$ cat config.mk
export PLATFORM = sky130hd
export DESIGN_NAME = rxflag_reg
export DESIGN_NICKNAME = d
export VERILOG_FILES = /design/src/rtl/rxflag_pkg.sv /design/src/rtl/rxflag_cell.sv /design/src/rtl/rxflag_status.sv /design/src/rtl/rxflag_intc.sv /design/src/rtl/rxflag_reg.sv
export SDC_FILE = /design/constraint.sdc
export NUM_CORES = 1
export LEC_CHECK = 0
export ABC_AREA = 0
export ABC_CLOCK_PERIOD_IN_PS = 1000
export BUFFER_PORTS_ARGS = -buffer_cell sky130_fd_sc_hd__buf_2
export CELL_PAD_IN_SITES_DETAIL_PLACEMENT = 1
export CELL_PAD_IN_SITES_GLOBAL_PLACEMENT = 1
export CORE_ASPECT_RATIO = 1.25
export CORE_MARGIN = 3
export CORE_UTILIZATION = 24
export DETAILED_ROUTE_END_ITERATION = 8
export GPL_TIMING_DRIVEN = 0
export HOLD_SLACK_MARGIN = 0.15
export PLACE_DENSITY_LB_ADDON = 0.15
export SETUP_SLACK_MARGIN = 0.4
export SYNTH_ARGS = -nofsm -noshare
export SYNTH_HDL_FRONTEND = slang
export SYNTH_SLANG_ARGS = --single-unit
$ cat constraint.sdc
create_clock -name clk -period 1 [get_ports clk]
set_clock_uncertainty 0.05 [all_clocks]
set_input_delay 0.2 -clock clk [delete_from_list [all_inputs] [get_ports clk]]
set_output_delay 0.2 -clock clk [all_outputs]
set_load 0.02 [all_outputs]
$ cat src/rtl/rxflag_pkg.sv
package rxflag_pkg;

    localparam int NFLAG = 4;
    localparam int STW   = 2;
    localparam int REGW  = 2 * NFLAG;

    // Bit position in the read/write word of each flag, indexed like flag_evt
    localparam int FLAG_BIT [NFLAG] = '{0, 1, 6, 7};

    typedef enum logic [1:0] {
        MODE_RUN   = 2'd0,
        MODE_SHIFT = 2'd1,
        MODE_INIT  = 2'd2
    } mode_t;

    typedef struct packed {
        logic [STW-1:0] rx;
        logic [STW-1:0] tx;
    } stat_t;

    typedef struct packed {
        logic           wake;
        logic           stchg;
        logic [STW-1:0] rx;
        logic [STW-1:0] tx;
        logic           ovr;
        logic           rxf;
    } rdword_t;

    function automatic mode_t decode_mode(input logic req, input logic ack);
        if (req && ack)
            return MODE_INIT;
        else if (req || ack)
            return MODE_SHIFT;
        else
            return MODE_RUN;
    endfunction

    function automatic rdword_t pack_word(input logic [NFLAG-1:0] fl, input stat_t st);
        rdword_t w;
        w.wake  = fl[3];
        w.stchg = fl[2];
        w.rx    = st.rx;
        w.tx    = st.tx;
        w.ovr   = fl[1];
        w.rxf   = fl[0];
        return w;
    endfunction

endpackage

$ cat src/rtl/rxflag_cell.sv
module rxflag_cell (
    input  logic clk,
    input  logic rst,
    input  logic hold_clr,
    input  logic wr_ok,
    input  logic clr_bit,
    input  logic cond,
    output logic q
);
    // Priority: reset / init hold, then set condition, then software clear
    always_ff @(posedge clk) begin
        if (rst || hold_clr)
            q <= 1'b0;
        else if (cond)
            q <= 1'b1;
        else if (wr_ok && clr_bit)
            q <= 1'b0;
    end
endmodule

$ cat src/rtl/rxflag_status.sv
module rxflag_status
    import rxflag_pkg::*;
#(
    parameter int W = STW
) (
    input  logic         clk,
    input  logic         rst,
    input  logic [W-1:0] rx_in,
    input  logic [W-1:0] tx_in,
    output logic [W-1:0] rx_q,
    output logic [W-1:0] tx_q
);
    always_ff @(posedge clk) begin
        if (rst) begin
            rx_q <= '0;
            tx_q <= '0;
        end else begin
            rx_q <= rx_in;
            tx_q <= tx_in;
        end
    end
endmodule

$ cat src/rtl/rxflag_intc.sv
module rxflag_intc #(
    parameter int N = 4
) (
    input  logic         clk,
    input  logic         rst,
    input  logic         en_we,
    input  logic [N-1:0] en_wdata,
    input  logic [N-1:0] flags,
    output logic [N-1:0] en_q,
    output logic         irq
);
    always_ff @(posedge clk) begin
        if (rst)
            en_q <= '0;
        else if (en_we)
            en_q <= en_wdata;
    end

    assign irq = |(flags & en_q);
endmodule

$ cat src/rtl/rxflag_reg.sv
module rxflag_reg
    import rxflag_pkg::*;
(
    input  logic             clk,
    input  logic             rst,
    input  logic             init_req,
    input  logic             init_ack,
    input  logic [NFLAG-1:0] flag_evt,
    input  logic [STW-1:0]   rx_lvl,
    input  logic [STW-1:0]   tx_lvl,
    input  logic             flag_we,
    input  logic [REGW-1:0]  flag_wdata,
    input  logic             ien_we,
    input  logic [NFLAG-1:0] ien_wdata,
    output logic [REGW-1:0]  flag_rdata,
    output logic [NFLAG-1:0] ien_rdata,
    output logic             irq
);
    mode_t            mode;
    logic             hold_clr;
    logic             wr_ok;
    logic [NFLAG-1:0] flags;
    stat_t            st;

    assign mode     = decode_mode(init_req, init_ack);
    assign hold_clr = (mode == MODE_INIT);
    assign wr_ok    = flag_we && (mode == MODE_RUN);

    for (genvar i = 0; i < NFLAG; i++) begin : g_flag
        rxflag_cell u_cell (
            .clk      (clk),
            .rst      (rst),
            .hold_clr (hold_clr),
            .wr_ok    (wr_ok),
            .clr_bit  (flag_wdata[FLAG_BIT[i]]),
            .cond     (flag_evt[i]),
            .q        (flags[i])
        );
    end

    rxflag_status #(.W(STW)) u_status (
        .clk   (clk),
        .rst   (rst),
        .rx_in (rx_lvl),
        .tx_in (tx_lvl),
        .rx_q  (st.rx),
        .tx_q  (st.tx)
    );

    rxflag_intc #(.N(NFLAG)) u_intc (
        .clk      (clk),
        .rst      (rst),
        .en_we    (ien_we),
        .en_wdata (ien_wdata),
        .flags    (flags),
        .en_q     (ien_rdata),
        .irq      (irq)
    );

    assign flag_rdata = pack_word(flags, st);
endmodule

## Word-level counts from Yosys, hierarchy flattened

Index checks and enable logic that the tools add are counted.
Widths: inputs -> output; s select.

| storage, ports and cells | value |
|---|---|
| register bits after elaboration | 12 |
| latch bits | 0 |
| RAM bits | 0 |
| memory bits (read-only) | 0 |
| output and inout bits | 13 |
| memories | 0 |

| cells by class | value |
|---|---|
| $add $sub $neg | 0 |
| multipliers | 0 |
| div/mod/pow operators | 0 |
| order comparisons | 0 |
| equal/unequal tests | 1 |
| shift-type cells | 0 |
| muxes and demuxes | 10 |
| bitwise logic cells | 1 |
| reduce and logical (&&, ||, !) cells | 14 |

Operators with widths:

| cell | number |
|---|---|
| $mux 1 | 9 |
| $reduce_bool 2->1 | 4 |
| $logic_and 1x1->1 | 6 |
| $and 4x4->4 | 1 |
| $reduce_or 4->1 | 1 |
| $eq 2x2->1 const B | 1 |
| $logic_not 2->1 | 1 |
| $logic_or 1x1->1 | 2 |
| $mux 2 | 1 |

## Logic depth before layout (Yosys ltp)

Gate-level depths: netlist of run 1.

| logic depth | value |
|---|---|
| depth in word-level cells | 8 |
| depth in mapped cells | 3 |

## Cells and area by module

Synthesis of run 1 repeated with hierarchy kept, for this count alone.

| unflattened totals | value |
|---|---|
| cell total of the unflattened synthesis | 42 |
| area total of the unflattened synthesis | 437.9 um^2 |

Modules (own cells, without submodules):

| module | instances | cells an instance | area an instance (um^2) | seq. area each (um^2) |
|---|---|---|---|---|
| rxflag_intc | 1 | 16 | 158.9 | 80.1 |
| rxflag_cell | 4 | 4 | 38.8 | 20.0 |
| rxflag_status | 1 | 8 | 105.1 | 80.1 |
| rxflag_reg | 1 | 2 | 18.8 | 0.0 |

## Worst setup path before layout of run 1

No wires, ideal clock.

| timing | value |
|---|---|
| path kind | register to output |
| from | reg u_intc.en_q[1] |
| to | out irq |
| data arrival time | 0.732 ns |
| slack | 0.018 ns |
| stages on the path, launching flop included | 3 |
| buffers on the path | 0 |
| cells stage by stage | dfxtp_1 a22oi_1 nand2_1 |

| between the ends | value |
|---|---|
| word-level cells in the longest chain between the ends | 2 |

RTL lines:

| what | line | RTL |
|---|---|---|
| start: declaration | rxflag_intc.sv:9 | `output logic [N-1:0] en_q,` |
| start signal: assignment | rxflag_intc.sv:16 | `en_q <= en_wdata;` |
| $and 4x4->4 | rxflag_intc.sv:19 | `assign irq = \|(flags & en_q);` |
| $reduce_or 4->1 | rxflag_intc.sv:19 |  |
| end: declaration | rxflag_reg.sv:17 | `output logic irq` |

Every way passes these cells.

## Final worst setup path of run 1

| timing | value |
|---|---|
| from | reg u_intc.en_q[0] |
| to | out irq |

The elaborated chain is that of the path after synthesis.

==> results.yml, run 1 <==
detailed_routing:
  dr.pass1.iters: 2
  drt_iter0_markers: 8
  vias: 481
  route.detailed.drc: 0
  wl_mm: 1.298
  via_per_inst: 4.454
  wl_per_cell_um: 12.02
  detail-route-antenna-nets: 0
sta:
  holdWs_ns: 0.06569
  rsz0062_at_grt: "true"
  drv_slew: 0
  worstMarginPinSlew_ns: 0.3704
  period_share_pct: 123.3
  slew-limit-headroom_pct: 75.20
  fin_ws_ns: -0.2333
  fmax_mhz: 810.8
  setup_viol: 7
  hold_viol: 0
  layout_min_cycle_time_ns: 1.233
logic_synthesis:
  yosysMostFrequentCell: "dfxtp_1"
  synth_top_cell_area_share_pct: 51.06
  synth_seq_area_share_pct: 51.06
  synth_seq_cells: 12
  syn_nets: 73
  synth_area_leaders: "dfxtp_1, mux2i_1, a311oi_1"
  avgSynthCellArea_um2: 10.01
  synth_xor_area_share_pct: 0
  syn_area_um2: 470.5
  synth_top_cells_by_count: "dfxtp_1, nor2_1"
  synth_cell_types: 13
  synth_top_flop_cell: "dfxtp_1"
  synth_warnings: 0
  yosys.area.top_type: "dfxtp_1"
  yosys.area_share.simple_pct: 15.16
  synth_top_family_by_area: "simple AND/OR/NAND/NOR gates"
  synthMuxAreaShare_pct: 8.511
  async_reset_ff_share_pct: 0
  synth_cells: 47
  yosys.area_share.adder_pct: 0
  synth_edf_count: 0
  synth-compound-area-share_pct: 12.23
setup_path:
  cp_data_required_time_ns: 0.75
  critPathLaunchType: "flop"
  endpoint_kind: "output pin"
  path_max_fanout: 2
  crit_arrival_ns: 0.98
  crit_type: "flop to output pin"
cells_and_area:
  antennaDiodeCount: 0
  layout-drive-gt1-share_pct: 77.53
  synthToLayoutAreaGrowth_pct: 95.48
  final_net_count: 116
  fin_area_um2: 919.6
power_and_ir_drop:
  pwr-share-seq_pct: 47.3
  p_leak_uw: 0.0004410
  swShare_pct: 26.58
  p_int_uw: 818.9
  clkPwrFrac_pct: 26.5
  vdd_ir_drop_max_uv: 575.9
  combPwrFrac_pct: 26.2
  p_switching_uw: 296.5
  power.total_uw: 1115
  p_per_area_nw_per_um2: 1213
global_route:
  grt_max_degree: 10
  overflow: 0
  grt_util_all_layers_pct: 11.01
  grt_pass1_wl_mm: 2.042
  grt_pass1_vias: 478
  grt_antenna_before_repair: 0
run:
  cap_violations: 0
placement:
  dpl_cell_area_um2: 723.2
  gp_congestion: 0.6560
  portBuffers: 32
  dp_hpwl_um: 980.6
clock_network:
  clock_sinks: 12
  cts_buffers: 3
  cts_max_level: 1
  clkSlewWorstSetupHoldPaths_ns: 0.07
  root_buffer: "clkbuf_4"
  clk_latency_ns: 0.27
  cts_tree: "yes"
  clk_path_buf_depth: 2
floorplan:
  io_pins: 39
  fp.dieH_um: 55.50
  dieArea_um2: 2531
  die_w_um: 45.60
  start_util_pct: 26.02
  num_rows: 17
  core_area_um2: 1808
status:
  status: "finished with violations"
  violations: "setup timing"
worst_hold_path:
  worstHoldPathType: "input port to flop"
[power by group through the flow]
stage | clock (uW) | sequential [uW] | combinational [uW]
floorplan | 0 | 557 | 103
global placement | 0 | 538 | 203
detailed placement | 0 | 539 | 206
CTS | 315 | 529 | 268
global route | 350 | 532 | 315
finish | 296 | 527 | 293
[flip-flops by register name (all words and copies together) (netlist names)]
name,cells
u_intc.en_q,4
g_flag.u_cell.q,4
u_status.rx_q,2
u_status.tx_q,2
[final timing paths]
path	startpoint	to	slack, ns	depth (start not counted)
worst max-delay path	u_intc.en_q[0]	irq	-0.23	3
worst min register to register	g_flag[3].u_cell.q	g_flag[3].u_cell.q	0.46	2
worst min-delay path	rst	u_status.rx_q[1]	0.07	2
worst max register to register	g_flag[0].u_cell.q	g_flag[0].u_cell.q	0.05	4
[cell usage in the layout (no fill, tap or decap), drive strengths merged]
cell and n:
a21o 1, a22oi 2, a311oi 4, buf 43, clkbuf 4, clkinv 1
dfxtp 12, inv 4, mux2i 4, nand2 1, nor2 8, nor2b 4
nor3b 1
[repair_timing]
action	CTS	global route
endpoints found under the hold margin	12	12
buffers inserted	3	3
pin swaps	8	2
setup endpoints to repair	21	21
gates resized for setup	29	8
[critical path, cell delays in order (launching register included)]
cell and delay (ns):
dfxtp_2 0.33, a22oi_2 0.19, nand2_2 0.07, buf_6 0.13
[metrics by stage]
| stage | TNS, ns | setup WS (ns) | utilization (%) | instances |
|---|---|---|---|---|
| floorplan | 0 | 0.1272 | - | 47 |
| global placement | 0 | 0.006442 | 40.00 | 98 |
| detailed placement | 0 | 0.01394 | 40.00 | 98 |
| CTS | -0.9655 | -0.2469 | 47.75 | 105 |
| global route | -1.432 | -0.2809 | 50.87 | 108 |
| finish | -0.9544 | -0.2333 | 50.87 | 108 |
[final cells by class]
cell class | instances | area (um^2)
timing repair buffer | 38 | 301.5
clock inverter | 1 | 3.754
fill | 203 | 888.4
sequential | 12 | 275.3
tap | 19 | 23.77
multi-input combinational | 25 | 207.7
buffer | 6 | 70.07
inverter | 4 | 15.01
clock buffer | 3 | 22.52
[cells by family after synthesis]
family	after synthesis
and+or+nand+nor	14
DFF	12
buffers and inverters	10
muxes	4
AOI/OAI and AO/OA	7
[routing by layer]
| metal | global-route usage, % | vias to the layer above | share of wire, % |
|---|---|---|---|
| met5 | 0 | - | 0 |
| met4 | 6.276 | 0 | 0 |
| met3 | 3.257 | 0 | 8.6 |
| met2 | 17.76 | 22 | 53 |
| met1 | 12.13 | 221 | 38 |
| li1 | - | 238 | - |
No activity file was read; power rests on OpenSTA's default activity.
==> run 2: changes to the inputs <==
--- a/config.mk
+++ b/config.mk
@@ -9,10 +9,10 @@
 export ABC_CLOCK_PERIOD_IN_PS = 1000
 export BUFFER_PORTS_ARGS = -buffer_cell sky130_fd_sc_hd__buf_2
 export CELL_PAD_IN_SITES_DETAIL_PLACEMENT = 1
-export CELL_PAD_IN_SITES_GLOBAL_PLACEMENT = 1
+export CELL_PAD_IN_SITES_GLOBAL_PLACEMENT = 2
 export CORE_ASPECT_RATIO = 1.25
 export CORE_MARGIN = 3
-export CORE_UTILIZATION = 24
+export CORE_UTILIZATION = 18
 export DETAILED_ROUTE_END_ITERATION = 8
 export GPL_TIMING_DRIVEN = 0
 export HOLD_SLACK_MARGIN = 0.15
==> run 2 against run 1 <==
Clock power up 27%. Global-route usage down 2.1 points. Maximum frequency down 0.64%. Utilization down 12 points. Worst hold slack worse by 0.0024 ns. Sequential share of layout area down 1.1 points. Combinational power up 3%. Wire length up 5.9%. The run still ends with setup timing left. Critical path depth unchanged. Critical path type unchanged. Register-to-register slack better by 0.05 ns. Total power up 8.0%. Sequential power about the same.
==> results.yml, run 2 (synthesized netlist as in run 1, its figures left out) <==
status:
  status: "finished with violations"
  violations: "setup timing"
cells_and_area:
  layout-drive-gt1-share_pct: 76.67
  fin_area_um2: 962.2
  final_common_cell: "buf_6"
  synthToLayoutAreaGrowth_pct: 104.5
  final_net_count: 117
  layout_common_cells: "buf_6, buf_2, dfxtp_4, nor2_1"
  fillers: 303
  fin_cells: 123
  largestRegisters: "g_flag.u_cell.q (4), u_intc.en_q (4)"
  antennaDiodeCount: 0
  final_util_pct: 39.23
global_route:
  grt_max_degree: 10
  overflow: 0
  grt_pass1_vias: 504
  grt_antenna_before_repair: 0
  grt_pass1_wl_mm: 2.111
  grt_util_all_layers_pct: 8.948
placement:
  post-place-ws_ns: 0.02635
  dpl.cell_count: 112
  dpl_cell_area_um2: 740.7
  gp_congestion: 0.6348
  portBuffers: 32
  dp_hpwl_mm: 1.067
detailed_routing:
  detail-route-antenna-nets: 0
  route.detailed.drc: 0
  dr.pass1.iters: 3
  drt_iter0_markers: 8
  wl_per_cell_um: 11.18
  via_per_inst: 3.976
  wl_mm: 1.375
  vias: 489
sta:
  setup_viol: 8
  fin_ws_ns: -0.2412
  drv_slew: 0
  fmax_mhz: 805.7
  slew-limit-headroom_pct: 79.31
  rsz0062_at_grt: "true"
  hold_viol: 0
  layout_min_cycle_time_ns: 1.241
  worstMarginPinSlew_ns: 0.3090
  period_share_pct: 124.1
setup_path:
  regToRegSetupSlack_ns: 0.10
  r2r_cells: 4
  r2r-end: "g_flag[0].u_cell.q"
  crit_start: "u_intc.en_q[0]"
  endpoint_kind: "output pin"
  crit_chain: "a22oi_2 > nand2_2 > buf_6"
  slowest_stage: "dfxtp_2"
  crit_end: "irq"
  r2r_start: "g_flag[0].u_cell.q"
  cpPeakStageDelay_ns: 0.34
  crit_type: "flop to output pin"
  critPathLaunchType: "flop"
  crit_arrival_ns: 0.99
  cp_data_required_time_ns: 0.75
  path_max_fanout: 2
worst_hold_path:
  worstHoldPathType: "input port to flop"
clock_network:
  clock_sinks: 12
  clkSlewWorstSetupHoldPaths_ns: 0.07
  root_buffer: "clkbuf_4"
  cts_max_level: 1
  cts_tree: "yes"
  clk_path_buf_depth: 2
  clk_latency_ns: 0.27
  cts_buffers: 3
power_and_ir_drop:
  power.total_uw: 1205
  vdd_ir_drop_max_uv: 710.9
  p_per_area_nw_per_um2: 1252
  p_leak_uw: 0.0004509
floorplan:
  num_rows: 20
  fp.dieH_um: 63.16
  dieArea_um2: 3267
  core_area_um2: 2452
  io_pins: 39
  start_util_pct: 19.18
  die_w_um: 51.73
run:
  cap_violations: 0
-- run 2: cell count changes in the layout (fill, tap and decap cells not counted), sizes merged --
| cell | delta |
|---|---|
| buf | +1 |
| clkinv | -1 |
| clkbuf | +1 |
-- run 2: worst min-delay path by stage --
stage	from	cells after the start	to
2_1_floorplan	flag_wdata[0]	1	g_flag[0].u_cell.q
3_3_place_gp	flag_wdata[7]	2	g_flag[3].u_cell.q
3_5_place_dp	flag_wdata[6]	2	g_flag[2].u_cell.q
6_report	flag_wdata[6]	2	g_flag[2].u_cell.q
5_1_grt	rst	2	u_intc.en_q[2]
4_1_cts	flag_wdata[6]	2	g_flag[2].u_cell.q
-- run 2: report_power, final --
group          total, uW  switching (uW)  internal [uW]
Sequential           527            26.2            501
Clock                377             156            221
Combinational        301             121            180
-- run 2: metal layers --
metal | vias to the layer above | share of wire, % | global-route usage, %
li1 | 238 | - | -
met2 | 25 | 54 | 15.29
met5 | - | 0 | 0
met3 | 2 | 8.1 | 2.837
met1 | 224 | 37 | 9.407
met4 | 0 | 1.1 | 4.918
-- run 2: stage by stage --
step / setup TNS, ns / hold WS [ns]
final: -1.005 / 0.06330
after global routing: -1.515 / 0.04566
after CTS: -1.042 / 0.05668
after detailed placement: 0 / 0.3526
after global placement: 0 / 0.3514
after floorplan: 0 / 0.2576
-- run 2: area by class of cell --
cell class | instances | area, um^2 | share of cell area (%)
flip-flops and latches | 12 | 277.8 | 28.87
well taps | 33 | 41.29 | 4.291
plain buffers | 6 | 70.07 | 7.282
inverters | 4 | 15.01 | 1.560
clock buffers | 4 | 36.28 | 3.771
repair buffers | 39 | 320.3 | 33.29
multi-input cells | 25 | 201.4 | 20.94
-- run 2: timing repair --
action	CTS	global route
pin swaps	8	2
endpoints found under the hold margin	12	12
gates resized for setup	31	9
setup endpoints to repair	21	21
buffers inserted	5	2
-- run 2: critical path, delay by kind of cell, from the launching register on --
kind,cells,cell delay [ns]
AOI/OAI and AO/OA,1,0.19
buffers and inverters,1,0.13
DFF,1,0.34
and+or+nand+nor,1,0.07
==> run 3: changes to the inputs <==
--- a/config.mk
+++ b/config.mk
@@ -16,7 +16,7 @@
 export DETAILED_ROUTE_END_ITERATION = 8
 export GPL_TIMING_DRIVEN = 0
 export HOLD_SLACK_MARGIN = 0.15
-export PLACE_DENSITY_LB_ADDON = 0.15
+export PLACE_DENSITY_LB_ADDON = 0.1
 export SETUP_SLACK_MARGIN = 0.4
 export SYNTH_ARGS = -nofsm -noshare
 export SYNTH_HDL_FRONTEND = slang
==> run 3 against run 2 <==
The flow still finishes with violations (setup timing). Combinational power decreased by 2%. Via count decreased by 2.2%. First-iteration DRC count decreased by 25%. Largest power group unchanged. Highest routed layer is now met3.
==> results.yml, run 3 (synthesized netlist as in run 1, its figures left out) <==
status:
  status: "finished with violations"
  violations: "setup timing"
placement:
  gp_congestion: 0.6212
  portBuffers: 32
  dpl.cell_count: 112
setup_path:
  crit_chain: "a22oi_2 > nand2_2 > buf_6"
  slowest_stage: "dfxtp_2"
  cp_data_required_time_ns: 0.75
  crit_arrival_ns: 0.98
  cpPeakStageDelay_ns: 0.33
  crit_family: "flip-flops"
  critPathLaunchType: "flop"
  crit_buf_inv: 1
  crit_type: "flop to output pin"
  path_max_fanout: 2
  endpoint_kind: "output pin"
clock_network:
  clkSlewWorstSetupHoldPaths_ns: 0.08
  clock_sinks: 12
  cts_buffers: 3
  root_buffer: "clkbuf_4"
  clk_latency_ns: 0.26
  cts_tree: "yes"
  clk_path_buf_depth: 2
  cts_max_level: 1
cells_and_area:
  largestRegisters: "g_flag.u_cell.q (4), u_intc.en_q (4)"
  fillers: 301
  multi_input_area_um2: 186.4
  fin_cells: 125
  synthToLayoutAreaGrowth_pct: 100.5
  layout_common_cells: "buf_6, buf_2, dfxtp_4, nor2_1, dfxtp_2"
  layout-drive-gt1-share_pct: 73.91
  seq_area_um2: 272.8
  final_net_count: 119
  final_common_cell: "buf_6"
  antennaDiodeCount: 0
floorplan:
  die_w_um: 51.73
  fp.dieH_um: 63.16
  dieArea_um2: 3267
  start_util_pct: 19.18
  io_pins: 39
  num_rows: 20
  core_area_um2: 2452
power_and_ir_drop:
  vdd_ir_drop_max_uv: 565.4
  p_per_area_nw_per_um2: 1185
  p_leak_uw: 0.0004546
worst_hold_path:
  worstHoldPathType: "input port to flop"
sta:
  fin_ws_ns: -0.2301
  worstMarginPinSlew_ns: 0.3200
  layout_min_cycle_time_ns: 1.230
  drv_slew: 0
  slew-limit-headroom_pct: 78.57
  rsz0062_at_grt: "true"
  holdWs_ns: 0.06709
  fmax_mhz: 812.9
  setup_viol: 9
  hold_viol: 0
  period_share_pct: 123.0
detailed_routing:
  dr.pass1.iters: 4
  route.detailed.drc: 0
  via_per_inst: 3.824
  drt_iter0_markers: 6
  wl_mm: 1.310
  vias: 478
  detail-route-antenna-nets: 0
  wl_per_cell_um: 10.48
global_route:
  grt_util_all_layers_pct: 8.250
  grt_antenna_before_repair: 0
  overflow: 0
  grt_pass1_wl_mm: 1.925
  grt_max_degree: 10
  grt_pass1_vias: 439
run:
  cap_violations: 0
==> run 3: cell count changes in the layout (fill, tap and decap cells not counted), sizes merged <==
cell | before | now
buf | 44 | 46
clkinv | 0 | 1
clkbuf | 5 | 4
==> run 3: path summary, 6_finish.rpt <==
| path | startpoint | end | slack [ns] | cells after the start |
|---|---|---|---|---|
| max reg2reg | g_flag[0].u_cell.q | g_flag[0].u_cell.q | 0.11 | 4 |
| max | u_intc.en_q[0] | irq | -0.23 | 3 |
| min | rst | u_status.tx_q[1] | 0.07 | 2 |
| min reg2reg | g_flag[3].u_cell.q | g_flag[3].u_cell.q | 0.46 | 2 |
==> run 3: metal layers <==
metal	vias up	wire length, um	track usage [%]
met5	-	0	0
met4	0	0	3.934
met3	0	122	3.073
met2	25	704	14.49
met1	211	483	8.297
li1	242	-	-
==> run 3: final cells by class <==
cell class | instances | area share, %
buffer | 6 | 7.427
clock buffer | 3 | 2.387
clock inverter | 1 | 0.3979
inverter | 4 | 1.592
multi-input combinational | 25 | 19.76
sequential | 12 | 28.91
tap | 33 | 4.377
timing repair buffer | 41 | 35.15
==> run 3: metrics by stage <==
| stage | cell area (um^2) | setup TNS [ns] | total power [uW] | utilization [%] | worst slack, ns |
|---|---|---|---|---|---|
| final | 943.4 | -1.202 | 1118 | 38.47 | -0.2301 |
| after global routing | 943.4 | -1.669 | 1200 | 38.47 | -0.2896 |
| after CTS | 883.3 | -1.003 | 1122 | 36.02 | -0.2504 |
| after detailed placement | 740.7 | -0.01081 | 747.6 | 30.20 | -0.004420 |
| after global placement | 740.7 | 0 | 743.3 | 30.20 | 0.01189 |
| after floorplan | 539.3 | 0 | 660.3 | - | 0.1272 |
==> run 3: power breakdown <==
group          switching, uW  internal [uW]
clock network            152            144
registers               24.2            503
logic                    116            179
==> run 3: repair_timing <==
action	4_1_cts	5_1_grt
pin swaps	8	0
buffers inserted	3	6
resized for setup	30	4
endpoints found under the hold margin	12	12
endpoints found under the setup margin	21	21
